<file path="src/rtl/bfpin_pkg.sv">
// Package: shared field layout and the pin-level rule for the indicator
// pin controller. Assumes three control bits per pin, packed low to high
// as enable, mode, level.
package bfpin_pkg;

    localparam int FIELD_W  = 3;
    localparam int EN_OFS   = 0;
    localparam int MODE_OFS = 1;
    localparam int LVL_OFS  = 2;

    // Per-pin control field, packed so that bit 0 is the enable bit.
    typedef struct packed {
        logic level;
        logic mode;
        logic enable;
    } pin_cfg_t;

    // Pin level for one pin: released pins sit high, interrupt mode
    // inverts the flag, and output mode passes the stored level through.
    function automatic logic pin_level(input pin_cfg_t cfg, input logic full);
        if (!cfg.enable)
            return 1'b1;
        else if (cfg.mode)
            return ~full;
        else
            return cfg.level;
    endfunction

endpackage

</file>
<file path="src/rtl/bfpin_ctrl_reg.sv">
// Control register with masked write. Every write is a bit-modify: a bit
// changes only when its mask bit is 1, and a full write uses an all-ones
// mask. Exposes the stored value and the value it will hold after the
// coming edge. Assumes a synchronous, active-low reset.
module bfpin_ctrl_reg #(
    parameter int WIDTH = 6
) (
    input  logic             clk,
    input  logic             rst_n,
    input  logic             wr_en,
    input  logic [WIDTH-1:0] wr_data,
    input  logic [WIDTH-1:0] wr_mask,
    output logic [WIDTH-1:0] ctrl_q,
    output logic [WIDTH-1:0] ctrl_next
);

    // Next value: merge the masked data into the held bits on a write.
    always_comb begin
        if (wr_en)
            ctrl_next = (ctrl_q & ~wr_mask) | (wr_data & wr_mask);
        else
            ctrl_next = ctrl_q;
    end

    // Register storage, cleared by reset.
    always_ff @(posedge clk) begin
        if (!rst_n)
            ctrl_q <= '0;
        else
            ctrl_q <= ctrl_next;
    end

endmodule

</file>
<file path="src/rtl/bfpin_driver.sv">
// One indicator pin. Registers the pin level computed from the control
// field that takes effect at this edge, so the pin moves in the same cycle
// as the register and never glitches between edges. Assumes a synchronous,
// active-low reset, which leaves the pin high.
module bfpin_driver
    import bfpin_pkg::*;
(
    input  logic     clk,
    input  logic     rst_n,
    input  pin_cfg_t cfg_next,
    input  logic     buf_full,
    output logic     pin_n
);

    logic level_d;

    // Pick the wanted level from the field and the flag.
    always_comb level_d = pin_level(cfg_next, buf_full);

    // Pin output flop; reset releases the pin high.
    always_ff @(posedge clk) begin
        if (!rst_n)
            pin_n <= 1'b1;
        else
            pin_n <= level_d;
    end

endmodule

</file>
<file path="src/rtl/bfpin_ctrl.sv">
// Top of the indicator pin controller: one masked-write control register
// and one registered pin driver per receive buffer. Assumes that the write
// port is driven by an outside command decoder and that buf_full is
// synchronous to clk.
module bfpin_ctrl
    import bfpin_pkg::*;
#(
    parameter int NUM_PINS = 2,
    localparam int CTRL_W  = FIELD_W * NUM_PINS
) (
    input  logic                clk,
    input  logic                rst_n,
    input  logic [NUM_PINS-1:0] buf_full,
    input  logic                wr_en,
    input  logic [CTRL_W-1:0]   wr_data,
    input  logic [CTRL_W-1:0]   wr_mask,
    output logic [CTRL_W-1:0]   ctrl_rdata,
    output logic [NUM_PINS-1:0] pin_n
);

    logic [CTRL_W-1:0] ctrl_q;
    logic [CTRL_W-1:0] ctrl_next;

    bfpin_ctrl_reg #(.WIDTH(CTRL_W)) u_reg (
        .clk       (clk),
        .rst_n     (rst_n),
        .wr_en     (wr_en),
        .wr_data   (wr_data),
        .wr_mask   (wr_mask),
        .ctrl_q    (ctrl_q),
        .ctrl_next (ctrl_next)
    );

    // Readback shows the held register value.
    always_comb ctrl_rdata = ctrl_q;

    for (genvar i = 0; i < NUM_PINS; i++) begin : g_pin
        pin_cfg_t cfg_i;

        // Slice this pin's field out of the next register value.
        always_comb cfg_i = pin_cfg_t'(ctrl_next[i*FIELD_W +: FIELD_W]);

        bfpin_driver u_drv (
            .clk      (clk),
            .rst_n    (rst_n),
            .cfg_next (cfg_i),
            .buf_full (buf_full[i]),
            .pin_n    (pin_n[i])
        );
    end

endmodule

</file>
<file path="config.mk">
export PLATFORM = sky130hd
export DESIGN_NAME = bfpin_ctrl
export DESIGN_NICKNAME = d
export VERILOG_FILES = /design/src/rtl/bfpin_pkg.sv /design/src/rtl/bfpin_ctrl_reg.sv /design/src/rtl/bfpin_driver.sv /design/src/rtl/bfpin_ctrl.sv
export SDC_FILE = /design/constraint.sdc
export NUM_CORES = 1
export LEC_CHECK = 0
export BUFFER_PORTS_ARGS = -buffer_cell sky130_fd_sc_hd__buf_2
export CAP_MARGIN = 20
export CORE_AREA = 4 4 41 43
export CTS_CLUSTER_DIAMETER = 200
export DETAILED_ROUTE_END_ITERATION = 7
export DIE_AREA = 0 0 45 47
export RECOVER_POWER = 50
export SLEW_MARGIN = 15
export SYNTH_ARGS = -nofsm -noshare
export SYNTH_HDL_FRONTEND = slang
export SYNTH_SLANG_ARGS = --single-unit
</file>
<file path="constraint.sdc">
create_clock -name clk -period 1.55 [get_ports clk]
set_input_delay 0.155 -clock clk [delete_from_list [all_inputs] [get_ports clk]]
set_output_delay 0.155 -clock clk [all_outputs]
set_load 0.01 [all_outputs]
</file>
== Word-level counts from Yosys, hierarchy flattened ==
Index checks and enable logic that the tools add are counted.
Storage, ports and cells
  output and inout bits: 8
  logic and storage cells: 14
  bits in registers: 8
  input port bits: 17
Cells by class
  bitwise operators: 6
  mux-type cells: 3
  reductions and logical operators: 2
Operator list (number)
  AND 6 bit: 2
  two-way mux 6 bit: 1
  NOT 6 bit: 1
  OR 6 bit: 1
  AND reduction 2 bit: 2
  two-way mux 1 bit: 2
  NOT 1 bit: 2

== Longest topological paths before layout ==
Gate-level depths: netlist of the first run.
  depth after elaboration: 5
  gate-level depth with buffers: 4
  depth with buffers taken out: 3

== Modules after synthesis ==
From an unflattened synthesis of the first run, not the netlist that was laid out.
Unflattened totals
  cell total of the unflattened synthesis: 45
  area, all modules: 405.4 µm²
Modules (own cells, without submodules)
  bfpin_ctrl_reg: area an instance 320.3 µm², cells each 37, seq. area each 120.1 µm², instances 1
  bfpin_driver: area an instance 42.5 µm², cells each 4, seq. area each 20.0 µm², instances 2

== Worst setup path before layout of the first run ==
OpenSTA, ideal clock, no wires.
  path kind: register to register
  start point: reg u_reg.ctrl_q[1]
  end point: reg g_pin[0].u_drv.pin_n
  period minus slack after synthesis: 0.916 ns
  cell stages (with the launch flop): 4
  buffers on the path: 0
  path slack: 0.634 ns
  arrival time: 0.793 ns
  data required time: 1.427 ns
  cell sequence: dfxtp_1 a21boi_1 nor4_1 o21ai_1
On the way
  word-level cells in the longest chain between the ends: 4
Ends and longest elaborated chain
  from (decl): RTL line bfpin_ctrl_reg.sv:13  | output logic [WIDTH-1:0] ctrl_q,
  from (signal assigned): RTL line bfpin_ctrl_reg.sv:30  | ctrl_q <= ctrl_next;
  AND 6 bit: RTL line bfpin_ctrl_reg.sv:20  | ctrl_next = (ctrl_q & ~wr_mask) | (wr_data & wr_mask);
  OR 6 bit: RTL line bfpin_ctrl_reg.sv:20
  two-way mux 6 bit (*): RTL line bfpin_ctrl_reg.sv:19  | if (wr_en)
  two-way mux 1 bit (*): RTL line bfpin_pkg.sv:23  | else if (cfg.mode)
  to (signal assigned): RTL line bfpin_driver.sv:25  | pin_n <= level_d;
  to (decl): RTL line bfpin_driver.sv:12  | output logic pin_n
Mark *: on every way between the ends. The rest lies on a longest branch, timed or not.
A chain may end at the register's enable or synchronous reset.

== Worst setup path in the final report of the first run ==
  start point: reg u_reg.ctrl_q[4]
  end point: reg g_pin[1].u_drv.pin_n
On the way
  word-level cells in the longest chain between the ends: 4
Ends and longest elaborated chain (RTL line)
  AND 6 bit: bfpin_ctrl_reg.sv:20
  OR 6 bit: bfpin_ctrl_reg.sv:20
  two-way mux 6 bit (*): bfpin_ctrl_reg.sv:19
  two-way mux 1 bit (*): bfpin_pkg.sv:23
  to (signal assigned): bfpin_driver.sv:25
  to (decl): bfpin_driver.sv:12
Marks and branches as above.

==> results of run 1 <==
==> placed cells by master, fill, tap and decap left out, drive strengths merged <==
cell and n:
a2111oi 1, a21boi 5, and2 1, and3 6, buf 22, clkbuf 5, dfxtp 8, nand2 1
nor4 1, o21a 8, o21ai 2
==> power breakdown <==
group	leakage, µW	total [µW]	switching [µW]	internal (µW)
registers	0.0000654	219	4.18	215
logic	0.000175	73.7	33.9	39.8
clock network	0.0000138	163	74.1	88.8
==> worst max-delay path, cell delays in order, from the launching register on <==
cell      delay (ns)
dfxtp_1         0.32
a21boi_0        0.46
o21a_1          0.18
o21ai_1         0.06
==> logic make-up (layout without fill, tap and decap cells) <==
| kind of cell | Yosys count | count (layout) | synth area share, % |
|---|---|---|---|
| compound gates | 16 | 16 | 35.5 |
| buf+inv | 3 | 27 | 6.71 |
| simple gates | 9 | 9 | 16.9 |
| flops | 8 | 8 | 40.9 |
==> worst paths after layout <==
path	to	slack [ns]
worst max register to register	g_pin[1].u_drv.pin_n	0.42
worst min register to register	g_pin[1].u_drv.pin_n	0.63
worst max-delay path	g_pin[1].u_drv.pin_n	0.42
worst min-delay path	u_reg.ctrl_q[5]	0.18
==> cell type report <==
| type | instances | area [µm²] |
|---|---|---|
| multi-input combinational | 25 | 201 |
| tap | 15 | 18.8 |
| fill | 145 | 781 |
| sequential | 8 | 160 |
| clock buffer | 3 | 22.5 |
| timing repair buffer | 24 | 118 |
==> Yosys cell counts (all sizes together) <==
library cell / n
a2111oi: 1
dfxtp: 8
buf: 3
nor4: 1
nand2: 1
o21ai: 2
and2: 1
o21a: 8
a21boi: 5
and3: 6
==> per-layer routing <==
layer / GRT usage, % / vias up / routed length, µm
met5: 0 / - / 0
met1: 11.0 / 148 / 391
met4: 10.5 / 0 / 41
li1: - / 181 / -
met2: 13.6 / 20 / 329
met3: 3.45 / 5 / 111
==> per-stage QoR <==
step	utilization, %	std cells	area [µm²]
5_1_grt	40.0	75	520
2_1_floorplan	-	36	392
3_5_place_dp	38.8	72	504
6_report	40.0	75	520
4_1_cts	40.5	75	527
3_3_place_gp	38.8	72	504
==> registers in the layout (all words and copies together) (netlist names) <==
name               count
u_reg.ctrl_q           6
g_pin.u_drv.pin_n      2
==> flow_metrics.py, run 1 <==
metrics = {
    "sta": {
        "fin_hold_ws_ns": 0.176,
        "hold_violations": 0,
        "post_route_setup_tns_ns": 0,
        "layout_setup_ws_ns": 0.415,
        "fmax_achieved_mhz": 881,
        "max_slew_headroom_pct": 64.3,
        "final.period_utilization_pct": 73.2,
        "slew_viol_final": 0,
        "final_setup_violation_count": 0,
        "grt_setup_unrepaired": "false",
        "period_needed_ns": 1.13,
        "timing_worst_slew_pin_value_ns": 0.530,
        "clock_skew_ns": 0.000191,
    },
    "final_layout": {
        "layout-drive-gt1-share_pct": 46.7,
        "final_net_count": 79,
        "antennaDiodeCount": 0,
        "areaGrowthSynthToFinish_pct": 32.9,
    },
    "cts": {
        "cts_hold_buf": 0,
        "post_cts.repair.setup_buffers": 0,
        "tritoncts_clock_tree": "done",
        "tritoncts.num_buffers": 3,
        "cts.root.buffer_cell": "clkbuf_4",
        "path_clk_slew_ns": 0.06,
        "cts-resized-gates": 0,
        "clock_tree.buffer_depth": 2,
        "cts.sink_count": 8,
        "clock_latency_ns": 0.26,
        "cts_h_tree_lvls": 1,
    },
    "die": {
        "top_level_ports": 25,
        "dieArea_um2": 2120,
        "floorplan.rows": 13,
        "floorplan.die.width_um": 45,
        "initial_core_util_pct": 30.1,
        "core_um2": 1300,
        "floorplan.die.height_um": 47,
    },
    "synth": {
        "post_synth_inst_count": 36,
        "post_synthesis_sequential_element_count": 8,
        "synth.top_cell.area_share_pct": 40.9,
        "post_synth.cell_area_avg_um2": 10.9,
        "netlist_area_um2": 392,
        "yosysWarningCount": 0,
        "postSynthNetCount": 53,
        "synth_top_cells_by_area": "dfxtp_1 41%, o21a_1 15%, and3_1 8.0%",
        "yosysUniqueCellTypes": 14,
        "yosys.area.top_type": "dfxtp_1",
        "sequential_element_share_of_the_synthesized_area_pct": 40.9,
    },
    "placed_design": {
        "dpl_worst_slack_ns": 0.467,
        "portBuffers": 24,
        "place.gp.congestion": 0.728,
    },
    "critical_path": {
        "critPathArrivalTime_ns": 1.28,
        "rr_worst_depth": 3,
        "rr_startpoint": "u_reg.ctrl_q[4]",
        "critical_path.startpoint_type": "register",
        "worstSetupStartpoint": "u_reg.ctrl_q[4]",
        "critPathMaxFanout": 3,
        "timing_worst_setup_path_type": "reg2reg",
        "worst_setup_path_end_kind": "register",
        "worst-endpoint-required_ns": 1.70,
    },
    "grt": {
        "grt_antenna_before_repair": 0,
        "pin_count_of_the_biggest_net_entering_global_routing": 13,
        "first_global_vias": 336,
        "grt.overflow.total": 0,
        "global_route_wire_length_before_repair_um": 1380,
        "groute.usage.overall_pct": 9.74,
    },
    "route": {
        "drt_iter0_markers": 3,
        "wirelength_um": 873,
        "dr_total_vias": 354,
        "detail_route.vias_per_cell": 4.72,
        "antenna_violating_nets_post_route": 0,
        "drc": 0,
        "drtPass1Iterations": 4,
        "routed_wire_length_per_instance_um": 11.6,
    },
    "power_and_ir_drop": {
        "static-leakage-power_uw": 0.000254,
        "power_uw": 456,
        "vdd_ir_drop_max_v": 0.000411,
        "cellPowerDensity_nw_per_um2": 876,
    },
    "hold_path": {
        "hp-class": "in2reg",
        "hold_depth": 2,
        "min-delay-start": "rst_n",
    },
    "status": {
        "run_status": "finished, final reports clean",
    },
    "flow_run": {
        "timing.max_cap.violations": 0,
    },
}
(Power assumes the default switching activity.)
==> inputs of run 2 (changes only) <==
clock period = 1 ns   (was 1.55 ns; I/O delays follow)
==> flow_metrics.py, run 2 (synthesis gave the netlist of run 1 again) <==
metrics = {
    "final_layout": {
        "stdcell_area_um2": 539,
        "register_bank_with_the_most_flops": "u_reg.ctrl_q",
        "final_core_utilization_pct": 41.4,
        "mostFrequentLayoutCell": "buf_2",
        "final.fill_count": 125,
        "areaGrowthSynthToFinish_pct": 37.7,
        "final_cell_mix": "22 x buf_2, 8 x o21a_1, 8 x dfxtp_1",
        "largest_register_ff_count": 6,
        "final_net_count": 81,
        "antennaDiodeCount": 0,
        "largest_registers": "u_reg.ctrl_q: 6 flops, g_pin.u_drv.pin_n: 2 flops",
        "layout-drive-gt1-share_pct": 50.0,
    },
    "sta": {
        "slew_viol_final": 0,
        "layout_setup_ws_ns": 0.0674,
        "fmax_achieved_mhz": 1070,
        "grt_setup_unrepaired": "false",
        "final.period_utilization_pct": 93.3,
        "timing_worst_slew_pin_value_ns": 0.253,
        "hold_violations": 0,
        "final_setup_violation_count": 0,
        "clock_skew_ns": 0.0000983,
        "max_slew_headroom_pct": 83.0,
        "post_route_setup_tns_ns": 0,
        "period_needed_ns": 0.933,
    },
    "power_and_ir_drop": {
        "static-leakage-power_uw": 0.000266,
        "p_clk_share_pct": 34.3,
        "cellPowerDensity_nw_per_um2": 1310,
        "vdd_ir_drop_max_v": 0.000641,
        "p_sw_uw": 166,
        "power_uw": 705,
        "share_seq_of_total_power_pct": 48.2,
        "internal_power_uw": 538,
        "combPwrFrac_pct": 17.5,
        "netSwitchingFraction_pct": 23.6,
    },
    "die": {
        "initial_core_util_pct": 30.1,
        "core_um2": 1300,
        "floorplan.die.height_um": 47,
        "top_level_ports": 25,
        "floorplan.die.width_um": 45,
        "dieArea_um2": 2120,
        "floorplan.rows": 13,
    },
    "route": {
        "wirelength_um": 876,
        "detail_route.vias_per_cell": 4.39,
        "drt_iter0_markers": 0,
        "routed_wire_length_per_instance_um": 11.4,
        "antenna_violating_nets_post_route": 0,
        "dr_total_vias": 338,
        "drc": 0,
        "drtPass1Iterations": 1,
    },
    "cts": {
        "cts-resized-gates": 0,
        "post_cts.repair.setup_buffers": 0,
        "path_clk_slew_ns": 0.05,
        "cts_h_tree_lvls": 1,
        "tritoncts.num_buffers": 3,
        "clock_tree.buffer_depth": 2,
        "cts_hold_buf": 0,
        "cts.root.buffer_cell": "clkbuf_4",
        "clock_latency_ns": 0.25,
        "cts.sink_count": 8,
        "tritoncts_clock_tree": "done",
    },
    "placed_design": {
        "place.gp.congestion": 0.747,
        "dpl_worst_slack_ns": 0.00779,
        "postPlaceCellArea_um2": 519,
        "dp_hpwl_um": 711,
        "portBuffers": 24,
    },
    "critical_path": {
        "crit_path_cell_trace": "a21boi_1 > nor4_1 > o21ai_1",
        "rr_startpoint": "u_reg.ctrl_q[1]",
        "rr_endpoint": "g_pin[0].u_drv.pin_n",
        "slowest_stage": "dfxtp_1",
        "rr_worst_depth": 3,
        "critPathCapture": "g_pin[0].u_drv.pin_n",
        "worst-endpoint-required_ns": 1.13,
        "worst_setup_path_end_kind": "register",
        "max_stage_delay_ns": 0.31,
        "timing_worst_setup_path_type": "reg2reg",
        "critPathArrivalTime_ns": 1.07,
        "critical_path.startpoint_type": "register",
        "r2r_slack_ns": 0.07,
        "critPathMaxFanout": 3,
        "worstSetupStartpoint": "u_reg.ctrl_q[1]",
    },
    "grt": {
        "grt_antenna_before_repair": 0,
        "grt.overflow.total": 0,
        "global_route_wire_length_before_repair_um": 1300,
        "pin_count_of_the_biggest_net_entering_global_routing": 10,
        "groute.usage.overall_pct": 9.26,
        "first_global_vias": 314,
    },
    "flow_run": {
        "timing.max_cap.violations": 0,
    },
    "status": {
        "run_status": "finished, final reports clean",
    },
    "hold_path": {
        "hold_depth": 3,
        "hp-class": "in2reg",
    },
}
## run 2: cell types whose count changed in the layout (fill, tap and decap cells not counted)
cell	previous run	this run
a21boi_0	5	3
a21boi_1	0	1
a21boi_2	0	1
buf_4	0	2
## run 2: worst min-delay path by stage
stage                           start              endpoint  slack, ns
after global placement    buf_full[0]  g_pin[0].u_drv.pin_n       0.39
after global routing      buf_full[1]  g_pin[1].u_drv.pin_n       0.13
after CTS                 buf_full[0]  g_pin[0].u_drv.pin_n       0.12
after floorplan                 rst_n       u_reg.ctrl_q[5]       0.22
final                     buf_full[0]  g_pin[0].u_drv.pin_n       0.13
after detailed placement  buf_full[0]  g_pin[0].u_drv.pin_n       0.39
## run 2: layout make-up
cell class              count  area [µm²]  area share (%)
repair buffers             26         133            24.6
flip-flops and latches      8         160            29.7
clock buffers               3        22.5            4.18
multi-input cells          25         205            38.1
well taps                  15        18.8            3.48
## run 2: through the flow
stage,hold slack [ns],std cells
after detailed placement,0.392,74
final,0.131,77
after global routing,0.131,77
after global placement,0.390,74
after CTS,0.121,77
after floorplan,0.217,36
## run 2: power by group through the flow
stage | clock, µW | combinational (µW) | sequential [µW]
finish | 242 | 123 | 340
global route | 268 | 135 | 342
CTS | 258 | 125 | 340
detailed placement | 0 | 125 | 347
global placement | 0 | 124 | 347
floorplan | 0 | 64.1 | 352
## run 2: layer usage
layer  vias to the layer above  part of all wire, %  track usage, %
li1                        185                    -               -
met1                       134                   47            11.7
met2                        17                   41            11.9
met3                         2                   11            2.30
met4                         0                  1.0            10.5
met5                         -                    0               0
## run 2: worst max-delay path, delay by kind of cell (launching register included)
kind / cells / cell delay (ns)
flops: 1 / 0.31
compound gates: 2 / 0.25
simple gates: 1 / 0.27
==> inputs of run 3 (changes only) <==
CELL_PAD_IN_SITES_DETAIL_PLACEMENT = 1   (was default)
CELL_PAD_IN_SITES_GLOBAL_PLACEMENT = 2   (was default)
CORE_AREA = default   (was 4 4 41 43)
CORE_MARGIN = 4   (was default)
CORE_UTILIZATION = 19   (was default)
DIE_AREA = default   (was 0 0 45 47)
PLACE_DENSITY_LB_ADDON = 0.1   (was default)
==> flow_metrics.py, run 3 (synthesis gave the netlist of run 1 again) <==
metrics = {
    "sta": {
        "final.period_utilization_pct": 95.0,
        "slew_viol_final": 0,
        "fin_hold_ws_ns": 0.133,
        "max_slew_headroom_pct": 77.9,
        "fmax_achieved_mhz": 1050,
        "hold_violations": 0,
        "timing_worst_slew_pin_value_ns": 0.329,
        "period_needed_ns": 0.950,
        "grt_setup_unrepaired": "false",
        "final_setup_violation_count": 0,
        "clock_skew_ns": 0.000171,
    },
    "cts": {
        "cts.root.buffer_cell": "clkbuf_4",
        "tritoncts_clock_tree": "done",
        "clock_tree.buffer_depth": 2,
        "path_clk_slew_ns": 0.06,
        "post_cts.repair.setup_buffers": 0,
        "clock_latency_ns": 0.25,
        "cts.sink_count": 8,
        "tritoncts.num_buffers": 3,
        "cts_h_tree_lvls": 1,
    },
    "final_layout": {
        "largest_register_ff_count": 6,
        "multi_input_area_um2": 215,
        "largest_registers": "u_reg.ctrl_q: 6 flops, g_pin.u_drv.pin_n: 2 flops",
        "antennaDiodeCount": 0,
        "final.fill_count": 252,
        "mostFrequentLayoutCell": "buf_2",
        "final_cell_mix": "21 x buf_2, 8 x o21a_1, 7 x dfxtp_1",
        "final_net_count": 84,
        "final_core_utilization_pct": 29.9,
        "areaGrowthSynthToFinish_pct": 49.8,
        "layout-drive-gt1-share_pct": 55.4,
        "stdcell_area_um2": 587,
        "reg_area_um2": 161,
        "register_bank_with_the_most_flops": "u_reg.ctrl_q",
    },
    "grt": {
        "grt.overflow.total": 0,
        "grt_antenna_before_repair": 0,
        "groute.usage.overall_pct": 8.31,
        "pin_count_of_the_biggest_net_entering_global_routing": 10,
        "global_route_wire_length_before_repair_um": 1610,
        "first_global_vias": 377,
    },
    "route": {
        "drtPass1Iterations": 1,
        "dr_total_vias": 388,
        "detail_route.vias_per_cell": 4.22,
        "drt_iter0_markers": 0,
        "wirelength_um": 1100,
        "drc": 0,
        "antenna_violating_nets_post_route": 0,
        "routed_wire_length_per_instance_um": 11.9,
    },
    "die": {
        "dieArea_um2": 2850,
        "floorplan.die.height_um": 53.4,
        "top_level_ports": 25,
        "floorplan.rows": 16,
        "core_um2": 1960,
        "floorplan.die.width_um": 53.4,
        "initial_core_util_pct": 20.0,
    },
    "critical_path": {
        "worst_setup_path_end_kind": "register",
        "critPathMaxFanout": 2,
        "timing_worst_setup_path_type": "reg2reg",
        "crit_path_cell_trace": "a21boi_2 > buf_4 > o21a_1 > o21ai_1",
        "critPathArrivalTime_ns": 1.14,
        "max_stage_delay_ns": 0.32,
        "critical_path.startpoint_type": "register",
        "worst-endpoint-required_ns": 1.19,
        "slowest_stage": "dfxtp_2",
    },
    "power_and_ir_drop": {
        "vdd_ir_drop_max_v": 0.000499,
        "static-leakage-power_uw": 0.000279,
        "cellPowerDensity_nw_per_um2": 1240,
    },
    "hold_path": {
        "hp-class": "in2reg",
    },
    "placed_design": {
        "postPlaceCellArea_um2": 557,
        "portBuffers": 24,
        "place.gp.congestion": 0.620,
    },
    "flow_run": {
        "timing.max_cap.violations": 0,
    },
    "status": {
        "run_status": "finished, final reports clean",
    },
}
-- run 3: path summary, 6_finish.rpt --
check / from / to / slack (ns) / depth (start not counted)
hold / removal: buf_full[0] / g_pin[0].u_drv.pin_n / 0.13 / 3
setup reg to reg: u_reg.ctrl_q[1] / g_pin[0].u_drv.pin_n / 0.05 / 4
setup / recovery: u_reg.ctrl_q[1] / g_pin[0].u_drv.pin_n / 0.05 / 4
hold reg to reg: u_reg.ctrl_q[5] / g_pin[1].u_drv.pin_n / 0.64 / 2
-- run 3: worst max-delay path, delay by kind of cell (launching register included) --
kind                   cells  cell delay [ns]
buffers and inverters      1             0.14
DFF                        1             0.32
AOI/OAI and AO/OA          3             0.43
-- run 3: repair_timing --
action                     in CTS  in global routing
resized for setup               3                  0
setup endpoints to repair       1                  1
pin swaps                       2                  1
hold buffers                    0                  0
-- run 3: power by group --
group / internal, µW / leakage, µW / switching [µW]
registers: 334 / 0.0000658 / 6.64
logic: 75.2 / 0.000200 / 60.0
clock network: 138 / 0.0000138 / 113
-- run 3: cell type report --
cell class,instances,share of cell area (%)
Multi-Input combinational cell,25,36.7
Timing Repair Buffer,29,26.2
Tap cell,27,5.76
Clock buffer,3,3.84
Sequential cell,8,27.5
-- run 3: per-stage QoR --
step / TNS, ns / power (µW) / instances / setup WS (ns)
6_report: 0 / 726 / 92 / 0.0496
5_1_grt: 0 / 775 / 92 / 0.00471
4_1_cts: 0 / 743 / 92 / 0.0341
3_3_place_gp: -0.0155 / 483 / 89 / -0.0155
3_5_place_dp: -0.0188 / 483 / 89 / -0.0161
2_1_floorplan: 0 / 416 / 36 / 0.0837
-- run 3: routing by layer --
metal	vias up	routed length (µm)	share of wire (%)	global-route usage (%)
met5	-	0	0	0
met4	0	8	0.73	6.38
met3	2	67	6.1	2.54
met2	12	511	47	11.8
met1	180	508	46	10.2
li1	194	-	-	-
